`src/rtl/clkdiv_pkg.sv`:
```
// Package: field positions of the control word and the divide arithmetic
// shared by the register and the divider core.
// Assumes a 32-bit control word with fixed field offsets; the select width
// is chosen per instance.
package clkdiv_pkg;
    localparam int WORD_W  = 32;
    localparam int M_LSB   = 0;
    localparam int M_W     = 4;
    localparam int P_LSB   = 16;
    localparam int P_W     = 2;
    localparam int SEL_LSB = 24;
    localparam int EN_BIT  = 31;
    // width that holds the largest "divide minus one"
    localparam int DIV_W   = M_W + (1 << P_W) - 1;

    // Bits of the control word that hold state for a given select width.
    function automatic logic [WORD_W-1:0] field_mask(int sel_w);
        logic [WORD_W-1:0] mk;
        mk = '0;
        for (int i = 0; i < M_W; i++) mk[M_LSB+i] = 1'b1;
        for (int i = 0; i < P_W; i++) mk[P_LSB+i] = 1'b1;
        for (int i = 0; i < sel_w; i++) mk[SEL_LSB+i] = 1'b1;
        mk[EN_BIT] = 1'b1;
        return mk;
    endfunction

    // Last count value of a period: ((m+1) << p) - 1.
    function automatic logic [DIV_W-1:0] div_last(logic [M_W-1:0] m,
                                                   logic [P_W-1:0] p);
        logic [DIV_W:0] d;
        d = (DIV_W+1)'(m) + 1'b1;
        d = d << p;
        d = d - 1'b1;
        return d[DIV_W-1:0];
    endfunction

    // High-phase length in ticks: floor(D/2).
    function automatic logic [DIV_W-1:0] div_half(logic [DIV_W-1:0] last);
        logic [DIV_W:0] d;
        d = {1'b0, last} + 1'b1;
        d = d >> 1;
        return d[DIV_W-1:0];
    endfunction
endpackage

```
`src/rtl/clkdiv_ctrl_reg.sv`:
```
// Control word register: stores only the defined fields and splits them out.
// Assumes a single writer; reserved bits are never stored, so they read zero.
module clkdiv_ctrl_reg
    import clkdiv_pkg::*;
#(
    parameter int SEL_W = 2
) (
    input  logic              clk,
    input  logic              rst_n,
    input  logic              wr_en,
    input  logic [WORD_W-1:0] wr_data,
    output logic [WORD_W-1:0] word_o,
    output logic [M_W-1:0]    m_o,
    output logic [P_W-1:0]    p_o,
    output logic [SEL_W-1:0]  sel_o,
    output logic              en_o
);
    localparam logic [WORD_W-1:0] MASK = field_mask(SEL_W);

    logic [WORD_W-1:0] word_q;

    // Capture a write, dropping reserved bits; reset clears everything.
    always_ff @(posedge clk) begin
        if (!rst_n)     word_q <= '0;
        else if (wr_en) word_q <= wr_data & MASK;
    end

    // Field split for the divider core.
    always_comb begin
        word_o = word_q;
        m_o    = word_q[M_LSB +: M_W];
        p_o    = word_q[P_LSB +: P_W];
        sel_o  = word_q[SEL_LSB +: SEL_W];
        en_o   = word_q[EN_BIT];
    end

    // one cycle after a reset cycle the word is zero
    p_reset_clear_r2: assert property (@(posedge clk)
        !rst_n |=> (word_q == '0));
endmodule

```
`src/rtl/clkdiv_parent_sel.sv`:
```
// Parent selector: routes the tick of the chosen parent to the divider.
// Assumes exactly 2**SEL_W parents, so every select value is valid.
module clkdiv_parent_sel #(
    parameter int SEL_W = 2,
    localparam int NPAR = 1 << SEL_W
) (
    input  logic [NPAR-1:0]  ticks_i,
    input  logic [SEL_W-1:0] sel_i,
    output logic             tick_o
);
    // Pick one parent tick.
    always_comb tick_o = ticks_i[sel_i];
endmodule

```
`src/rtl/clkdiv_core.sv`:
```
// Divider core: counts selected parent ticks, emits the period strobe and
// the duty-cycle level, and adopts new settings only at period boundaries.
// Assumes the register fields are stable registered values.
module clkdiv_core
    import clkdiv_pkg::*;
#(
    parameter int SEL_W = 2
) (
    input  logic             clk,
    input  logic             rst_n,
    input  logic [M_W-1:0]   m_i,
    input  logic [P_W-1:0]   p_i,
    input  logic [SEL_W-1:0] sel_i,
    input  logic             en_i,
    input  logic             tick_i,
    output logic [SEL_W-1:0] sel_act_o,
    output logic             ce_o,
    output logic             lvl_o
);
    logic [M_W-1:0]   m_act;
    logic [P_W-1:0]   p_act;
    logic [SEL_W-1:0] sel_act;
    logic             en_act;
    logic [DIV_W-1:0] cnt;
    logic             ce_q, lvl_q;
    logic [DIV_W-1:0] last_act, last_new, half_act, half_new, cnt_inc;
    logic             wrap;

    // Period bounds for the running and the pending setting.
    always_comb begin
        last_act = div_last(m_act, p_act);
        last_new = div_last(m_i, p_i);
        half_act = div_half(last_act);
        half_new = div_half(last_new);
        cnt_inc  = cnt + 1'b1;
        wrap     = tick_i && (cnt == last_act);
    end

    // Count ticks, load the shadow setting at boundaries or while idle.
    always_ff @(posedge clk) begin
        if (!rst_n) begin
            m_act <= '0; p_act <= '0; sel_act <= '0; en_act <= 1'b0;
            cnt <= '0; ce_q <= 1'b0; lvl_q <= 1'b0;
        end else if (!en_act) begin
            m_act <= m_i; p_act <= p_i; sel_act <= sel_i; en_act <= en_i;
            cnt   <= last_new;
            ce_q  <= 1'b0;
            lvl_q <= 1'b0;
        end else if (wrap) begin
            m_act <= m_i; p_act <= p_i; sel_act <= sel_i; en_act <= en_i;
            cnt   <= '0;
            ce_q  <= en_i;
            lvl_q <= en_i && (half_new != '0);
        end else if (tick_i) begin
            cnt   <= cnt_inc;
            ce_q  <= 1'b0;
            lvl_q <= cnt_inc < half_act;
        end else begin
            ce_q  <= 1'b0;
        end
    end

    always_comb begin
        sel_act_o = sel_act;
        ce_o      = ce_q;
        lvl_o     = lvl_q;
    end

    // a strobe is always caused by a selected tick one cycle earlier
    p_ce_after_tick_r8: assert property (@(posedge clk) disable iff (!rst_n)
        ce_q |-> $past(tick_i));
    // the count never passes the end of the running period
    p_cnt_bound_r3: assert property (@(posedge clk) disable iff (!rst_n)
        en_act |-> (cnt <= last_act));
    // the running setting is frozen until a period boundary
    p_cfg_hold_r7: assert property (@(posedge clk) disable iff (!rst_n)
        (en_act && !wrap) |=> ($stable(m_act) && $stable(p_act) && $stable(sel_act)));
    // the level only rises together with the period strobe
    p_rise_with_ce_r4: assert property (@(posedge clk) disable iff (!rst_n)
        $rose(lvl_q) |-> ce_q);
    // a gated-off divider keeps both outputs low
    p_gate_quiet_r6: assert property (@(posedge clk) disable iff (!rst_n)
        !en_act |=> (!ce_q && !lvl_q));
endmodule

```
`src/rtl/clkdiv_gated_mux.sv`:
```
// Top: control word, parent selector and divider core.
// Assumes parent ticks are synchronous one-cycle pulses on clk.
module clkdiv_gated_mux
    import clkdiv_pkg::*;
#(
    parameter int SEL_W = 2,
    localparam int NPAR = 1 << SEL_W
) (
    input  logic              clk,
    input  logic              rst_n,
    input  logic              wr_en,
    input  logic [WORD_W-1:0] wr_data,
    output logic [WORD_W-1:0] rd_data,
    input  logic [NPAR-1:0]   parent_tick,
    output logic              mod_ce,
    output logic              mod_clk
);
    logic [M_W-1:0]   f_m;
    logic [P_W-1:0]   f_p;
    logic [SEL_W-1:0] f_sel, sel_act;
    logic             f_en, sel_tick;

    clkdiv_ctrl_reg #(.SEL_W(SEL_W)) u_reg (
        .clk(clk), .rst_n(rst_n), .wr_en(wr_en), .wr_data(wr_data),
        .word_o(rd_data), .m_o(f_m), .p_o(f_p), .sel_o(f_sel), .en_o(f_en)
    );

    clkdiv_parent_sel #(.SEL_W(SEL_W)) u_sel (
        .ticks_i(parent_tick), .sel_i(sel_act), .tick_o(sel_tick)
    );

    clkdiv_core #(.SEL_W(SEL_W)) u_core (
        .clk(clk), .rst_n(rst_n), .m_i(f_m), .p_i(f_p), .sel_i(f_sel),
        .en_i(f_en), .tick_i(sel_tick), .sel_act_o(sel_act),
        .ce_o(mod_ce), .lvl_o(mod_clk)
    );

    // with the gate register clear and the core's last strobe gone, no new strobe
    p_no_ce_gated_r6: assert property (@(posedge clk) disable iff (!rst_n)
        (!f_en && !mod_ce && !mod_clk && $past(!f_en)) |=> !mod_ce || $past(sel_tick));
endmodule

```
`config.mk`:
```
export PLATFORM = sky130hd
export DESIGN_NAME = clkdiv_gated_mux
export DESIGN_NICKNAME = d
export VERILOG_FILES = /design/src/rtl/clkdiv_pkg.sv /design/src/rtl/clkdiv_ctrl_reg.sv /design/src/rtl/clkdiv_parent_sel.sv /design/src/rtl/clkdiv_core.sv /design/src/rtl/clkdiv_gated_mux.sv
export SDC_FILE = /design/constraint.sdc
export NUM_CORES = 1
export LEC_CHECK = 0
export CAP_MARGIN = 25
export CORE_MARGIN = 3
export CORE_UTILIZATION = 35
export DETAILED_ROUTE_END_ITERATION = 6
export PLACE_DENSITY = 0.59
export SYNTH_ARGS = -nofsm -noshare
export SYNTH_HDL_FRONTEND = slang
export SYNTH_SLANG_ARGS = --single-unit
```
`constraint.sdc`:
```
create_clock -name clk -period 4.8 [get_ports clk]
set_input_delay 0.96 -clock clk [delete_from_list [all_inputs] [get_ports clk]]
set_output_delay 0.96 -clock clk [all_outputs]
set_load 0.02 [all_outputs]
```
==> flow_summary.ini, run 1 <==
[sta]
drv_slew = 0
period_minus_slack_ns = 3.869
worstMarginPinSlew_ns = 0.5744
hold_viol = 0
fin_worst_skew_ns = 0.002751
rsz0062_at_grt = false
finalSetupViolations = 0
timing.hold.ws_ns = 0.4900
max_freq_mhz = 258.5
min_period_over_period = 0.8059
slew_headroom = 0.6166
finalSetupTns_ns = 0

[critical_path]
cp-start-kind = flop
cp_max_fo = 7
endpoint_kind = flop
r2r_start = u_core.m_act[1]$_SDFFE_PN0P_
crit_arrival_ns = 4.07
worstRegToRegCells = 14
startpoint = u_core.m_act[1]$_SDFFE_PN0P_
timing.rr.end = u_core.lvl_o$_SDFFE_PN0P_
worstSetupPathType = flop to flop
reg2reg_slack_ns = 0.93
required_ns = 5.01
crit_end = u_core.lvl_o$_SDFFE_PN0P_

[synth]
async_reset_ff_frac = 0
yosysUniqueCellTypes = 64
syn-instance-count = 365
ys_seq_elements = 27
synth_area_mm2 = 0.002783
avgSynthCellArea_um2 = 7.624
synth_common_cells = 44 x nand2_1, 29 x nor2_1, 27 x dfxtp_1
seq_area_frac_synth = 0.1942
synth_top_area_frac = 0.1942
synthFlopType = dfxtp_1
yosysMostFrequentCell = nand2_1
synth_warnings = 0
synth_area_leaders = dfxtp_1 19%, mux2i_1 6.8%, buf_4 6.5%
synth-edff-count = 0
yosysTopAreaCell = dfxtp_1

[floorplan]
die-area_mm2 = 0.009056
die_w_um = 95.17
start_util = 0.3717
die_y_um = 95.17
fp-row-count = 31
num_io_pins = 73
core_area_mm2 = 0.007486

[layout]
instances_no_fill = 471
final_core_util = 0.4053
fin_area_mm2 = 0.003034
seq_area_um2 = 540.5
syn2layout_area_growth_pct = 9.038
n_antenna_cell = 0
final_nets = 423
fill_cells = 766
drive_gt1_frac = 0.07258
multiInputGateArea_mm2 = 0.001986

[place]
dp_cells = 467
hpwl_um = 4928
port_buffers = 26
placed_cell_area_mm2 = 0.002985
gpl.final_weighted_congestion = 0.8011

[clock_network]
cts_max_level = 1
worstSkewPairLatency_ns = 0.27
post_cts_resized = 0
cts_tree = done
holdBufCountCts = 0
clk_pin_slew_worst_paths_ns = 0.09
cts_sinks = 27
post-cts-setup-buffers = 0
clockBufferDepth = 2
clockRootBuffer = clkbuf_8
cts_made_buffers = 3

[detailed_routing]
drc = 0
firstDrtPassIters = 4
wl_um = 6234
drt_iter0_markers = 121
vias = 2482
avgViaCountPerCell = 5.270
wl_per_cell_um = 13.24
antenna_left = 0

[global_route]
grt_usage = 0.1425
grt_pass1_wl_um = 10730
grt_max_degree = 25
grt_overflow = 0
grt_pass1_vias = 2225
antenna_found_initial = 0

[power_and_ir_drop]
internal_power_w = 0.0004194
p_seq_frac = 0.400
power_density_mw_per_mm2 = 225.5
combPwrFrac = 0.408
ir_drop_mv = 0.1136
p_clk_frac = 0.191
p_sw_frac = 0.3870
power.leakage_nw = 1.123
switchingPower_w = 0.0002648

[min_path]
hold_path_class = flop to flop
min_from = u_reg.word_o[24]$_SDFFE_PN0P_

[job]
cap_violations = 0

[run_status]
status = complete, no violations
[cells by family (layout without fill, tap and decap cells)]
family / after synthesis / after routing / synth area share
buffers and inverters: 60 / 45 / 0.1219
AND/OR/NAND/NOR: 124 / 124 / 0.2163
flip-flops: 27 / 27 / 0.1942
AO/OA/AOI/OAI: 98 / 98 / 0.2653
multiplexers: 21 / 21 / 0.07644
other: 1 / 23 / 0.001348
XOR/XNOR: 23 / 23 / 0.07509
adder cells (fa/ha/maj): 11 / 11 / 0.04946
[cells in the final DEF (no fill, tap or decap), drive strengths merged, types with 9 or more instances in the layout]
cell / Yosys / final
ha: 11 / 11
mux2i: 19 / 19
xnor2: 13 / 13
o211ai: 11 / 11
inv: 10 / 10
xor2: 10 / 10
clkdlybuf4s50: 0 / 26
dfxtp: 27 / 27
nor2: 29 / 29
a21oi: 11 / 11
nand2: 44 / 44
conb: 1 / 23
o21ai: 24 / 24
nand3: 9 / 9
[power by group through the flow]
stage / logic (W) / registers [W] / clock network [W]
5_1_grt: 0.000318 / 0.000279 / 0.000145
3_5_place_dp: 0.000278 / 0.000279 / 0
3_3_place_gp: 0.000277 / 0.000279 / 0
4_1_cts: 0.000280 / 0.000274 / 0.000138
6_report: 0.000279 / 0.000274 / 0.000131
2_1_floorplan: 0.000243 / 0.000264 / 0
[routing by layer]
metal  vias to the layer above  global-route usage  part of all wire
li1                       1295                   -                 -
met1                      1131              0.2100              0.50
met2                        50              0.2297              0.46
met3                         6             0.01342             0.036
met4                         0             0.01803            0.0050
met5                         -                   0                 0
[layout make-up]
cell class	instances	share of cell area
multi-input cells	300	0.6544
flip-flops and latches	27	0.1781
repair buffers	31	0.09814
well taps	99	0.04082
clock buffers	3	0.01361
inverters	10	0.01237
clock inverters	1	0.002474
[state kept, by name, summed over array words and instances (netlist names)]
register,cells
u_core.en_act,1
u_core.p_act,2
u_core.cnt,7
u_core.lvl_o,1
u_core.sel_act_o,2
u_core.ce_o,1
u_core.m_act,4
u_reg.word_o,9
[worst min path at each step]
| stage | slack (ns) | cells after the start | to |
|---|---|---|---|
| after floorplan | 0.45 | 2 | u_core.sel_act_o[1]$_SDFFE_PN0P_ |
| after global placement | 0.47 | 2 | u_core.sel_act_o[1]$_SDFFE_PN0P_ |
| after detailed placement | 0.48 | 2 | u_core.sel_act_o[0]$_SDFFE_PN0P_ |
| after CTS | 0.50 | 2 | u_core.sel_act_o[0]$_SDFFE_PN0P_ |
| after global routing | 0.52 | 2 | u_core.sel_act_o[1]$_SDFFE_PN0P_ |
| final | 0.49 | 2 | u_core.sel_act_o[0]$_SDFFE_PN0P_ |
[through the flow]
step / setup slack [ns] / power, W
floorplan: 1.423 / 0.0005078
global placement: 1.095 / 0.0005558
detailed placement: 0.9610 / 0.0005571
CTS: 0.9399 / 0.0006920
global route: 0.4226 / 0.0007417
finish: 0.9315 / 0.0006842
[critical path, stage by stage, from the launching register on]
cell       delay, ns
dfxtp_1         0.47
ha_1            0.36
nand3b_1        0.11
a21boi_0        0.47
or2_2           0.26
o2111ai_1       0.14
and2_1          0.22
nor4_1          0.39
xor2_1          0.19
ha_1            0.26
a21oi_1         0.15
a21oi_1         0.08
a2111oi_0       0.42
o21ai_1         0.17
o211ai_2        0.10
Note: power is estimated with default switching activity, not from simulation.
==> inputs of run 2 (changes only) <==
--- a/config.mk
+++ b/config.mk
@@ -9,7 +9,7 @@
 export CORE_MARGIN = 3
 export CORE_UTILIZATION = 35
 export DETAILED_ROUTE_END_ITERATION = 6
-export PLACE_DENSITY = 0.59
+export PLACE_DENSITY = 0.61
 export SYNTH_ARGS = -nofsm -noshare
 export SYNTH_HDL_FRONTEND = slang
 export SYNTH_SLANG_ARGS = --single-unit
==> constraint.sdc (replaced) <==
create_clock -name clk -period 3.51 [get_ports clk]
set_input_delay 0.702 -clock clk [delete_from_list [all_inputs] [get_ports clk]]
set_output_delay 0.702 -clock clk [all_outputs]
set_load 0.02 [all_outputs]
==> run 2 against run 1 <==
- largest cell class unchanged
- sequential share of layout area fell by 1.6 points
- worst hold slack worse by 0.0083 ns
- critical endpoint unchanged
- die area unchanged
- clock skew hardly changed
- critical path type unchanged
- highest routed layer unchanged
- via count is 6.8% higher
==> flow_summary.ini, run 2 (synthesis gave the netlist of run 1 again) <==
[layout]
final_common_cell = nand2_1
fill_cells = 781
final_cell_mix = 44 x nand2_1, 35 x buf_4, 27 x nor2_1
instances_no_fill = 501
drive_gt1_frac = 0.1766
syn2layout_area_growth_pct = 20.50
largest_reg_flops = 9
seq_area_um2 = 543.0
multiInputGateArea_mm2 = 0.002077
final_nets = 453
final_core_util = 0.4479
n_antenna_cell = 0

[global_route]
grt_pass1_vias = 2361
grt_usage = 0.1501
grt_max_degree = 25
antenna_found_initial = 0
grt_pass1_wl_um = 11160
grt_overflow = 0

[critical_path]
worstSetupPathType = flop to flop
required_ns = 3.72
endpoint_kind = flop
reg2reg_slack_ns = 0.17
timing.rr.end = u_core.lvl_o$_SDFFE_PN0P_
r2r_start = u_core.m_act[0]$_SDFFE_PN0P_
cp_max_fo = 16
crit_arrival_ns = 3.55
crit_end = u_core.lvl_o$_SDFFE_PN0P_
worstRegToRegCells = 16
cp-start-kind = flop
startpoint = u_core.m_act[0]$_SDFFE_PN0P_

[sta]
drv_slew = 0
finalSetupTns_ns = 0
fin_worst_skew_ns = 0.002519
worstMarginPinSlew_ns = 0.5326
min_period_over_period = 0.9528
period_minus_slack_ns = 3.344
slew_headroom = 0.6449
max_freq_mhz = 299.0
final.setup.worst_slack_ns = 0.1658
hold_viol = 0
finalSetupViolations = 0

[floorplan]
fp-row-count = 31
die_w_um = 95.17
num_io_pins = 73
start_util = 0.3717
die-area_mm2 = 0.009056
core_area_mm2 = 0.007486
die_y_um = 95.17

[clock_network]
clk_pin_slew_worst_paths_ns = 0.10
cts_sinks = 27
cts_made_buffers = 3
cts_max_level = 1
clockBufferDepth = 2
holdBufCountCts = 0
clockRootBuffer = clkbuf_8
cts_tree = done
worstSkewPairLatency_ns = 0.27

[detailed_routing]
wl_met3_um = 283
wl_met1_um = 3278
antenna_left = 0
firstDrtPassIters = 4
wl_per_cell_um = 13.48
drt_iter0_markers = 168
vias = 2650
maxUsedRoutingLayer = met4
drc = 0
wl_um = 6753
routed-wl-met2_um = 3135
avgViaCountPerCell = 5.289

[min_path]
hold_path_depth = 2
hold_path_class = flop to flop

[place]
dp_cells = 495
place_ws_ns = -0.01523
port_buffers = 26
hpwl_um = 5240
gpl.final_weighted_congestion = 0.8503

[job]
cap_violations = 0

[run_status]
status = complete, no violations

[power_and_ir_drop]
ir_drop_mv = 0.1878
power.leakage_nw = 1.270
power_density_mw_per_mm2 = 301.0
power_w = 0.001009
-- run 2: how the worst min path moves through the flow --
stage                                                start                               end  slack (ns)
after global routing      u_core.sel_act_o[1]$_SDFFE_PN0P_  u_core.sel_act_o[1]$_SDFFE_PN0P_        0.52
after global placement    u_core.sel_act_o[1]$_SDFFE_PN0P_  u_core.sel_act_o[1]$_SDFFE_PN0P_        0.46
after floorplan           u_core.sel_act_o[1]$_SDFFE_PN0P_  u_core.sel_act_o[1]$_SDFFE_PN0P_        0.45
final                     u_core.sel_act_o[1]$_SDFFE_PN0P_  u_core.sel_act_o[1]$_SDFFE_PN0P_        0.48
after CTS                 u_core.sel_act_o[1]$_SDFFE_PN0P_  u_core.sel_act_o[1]$_SDFFE_PN0P_        0.48
after detailed placement     u_reg.word_o[25]$_SDFFE_PN0P_  u_core.sel_act_o[1]$_SDFFE_PN0P_        0.48
-- run 2: what timing repair did --
item	CTS	global route
resized for setup	1	20
pin swaps	0	6
setup endpoints to repair	1	1
setup buffers	0	2
-- run 2: power by group --
| group | internal [W] | switching, W | total, W |
|---|---|---|---|
| registers | 0.000329 | 0.0000376 | 0.000366 |
| clock network | 0.0000807 | 0.000104 | 0.000185 |
| logic | 0.000207 | 0.000251 | 0.000458 |
-- run 2: through the flow --
| step | hold slack, ns | cell area, µm² |
|---|---|---|
| 3_5_place_dp | 0.4768 | 3196 |
| 5_1_grt | 0.5225 | 3353 |
| 4_1_cts | 0.4832 | 3246 |
| 3_3_place_gp | 0.4571 | 3196 |
| 2_1_floorplan | 0.4482 | 2865 |
| 6_report | 0.4817 | 3353 |
-- run 2: cell type report --
class                      count  area share
clock inverter                 1    0.002239
inverter                      10     0.01119
clock buffer                   3     0.01231
timing repair buffer          61      0.1560
tap                           99     0.03694
multi-input combinational    300      0.6194
sequential                    27      0.1619
-- run 2: worst max-delay path: stages, from the launching register on --
cell	delay, ns
dfxtp_2	0.35
buf_4	0.19
nand2b_1	0.16
a21o_1	0.18
ha_2	0.20
buf_4	0.15
xnor2_1	0.19
nand2_1	0.14
nor4_2	0.28
buf_4	0.16
xor2_1	0.15
ha_1	0.26
a21oi_1	0.16
a21oi_1	0.09
a2111oi_2	0.38
o21ai_1	0.14
o211ai_2	0.09
-- run 2: metal layers --
layer,vias up,global-route usage
li1,1355,-
met1,1221,0.2093
met2,66,0.2402
met3,8,0.02447
met4,0,0.03726
met5,-,0
==> inputs of run 3 (changes only) <==
--- a/config.mk
+++ b/config.mk
@@ -5,7 +5,7 @@
 export SDC_FILE = /design/constraint.sdc
 export NUM_CORES = 1
 export LEC_CHECK = 0
-export CAP_MARGIN = 25
+export CAP_MARGIN = 20
 export CORE_MARGIN = 3
 export CORE_UTILIZATION = 35
 export DETAILED_ROUTE_END_ITERATION = 6
==> results of run 3 <==
The final DEF is identical to that of run 2; final timing and power are the same.
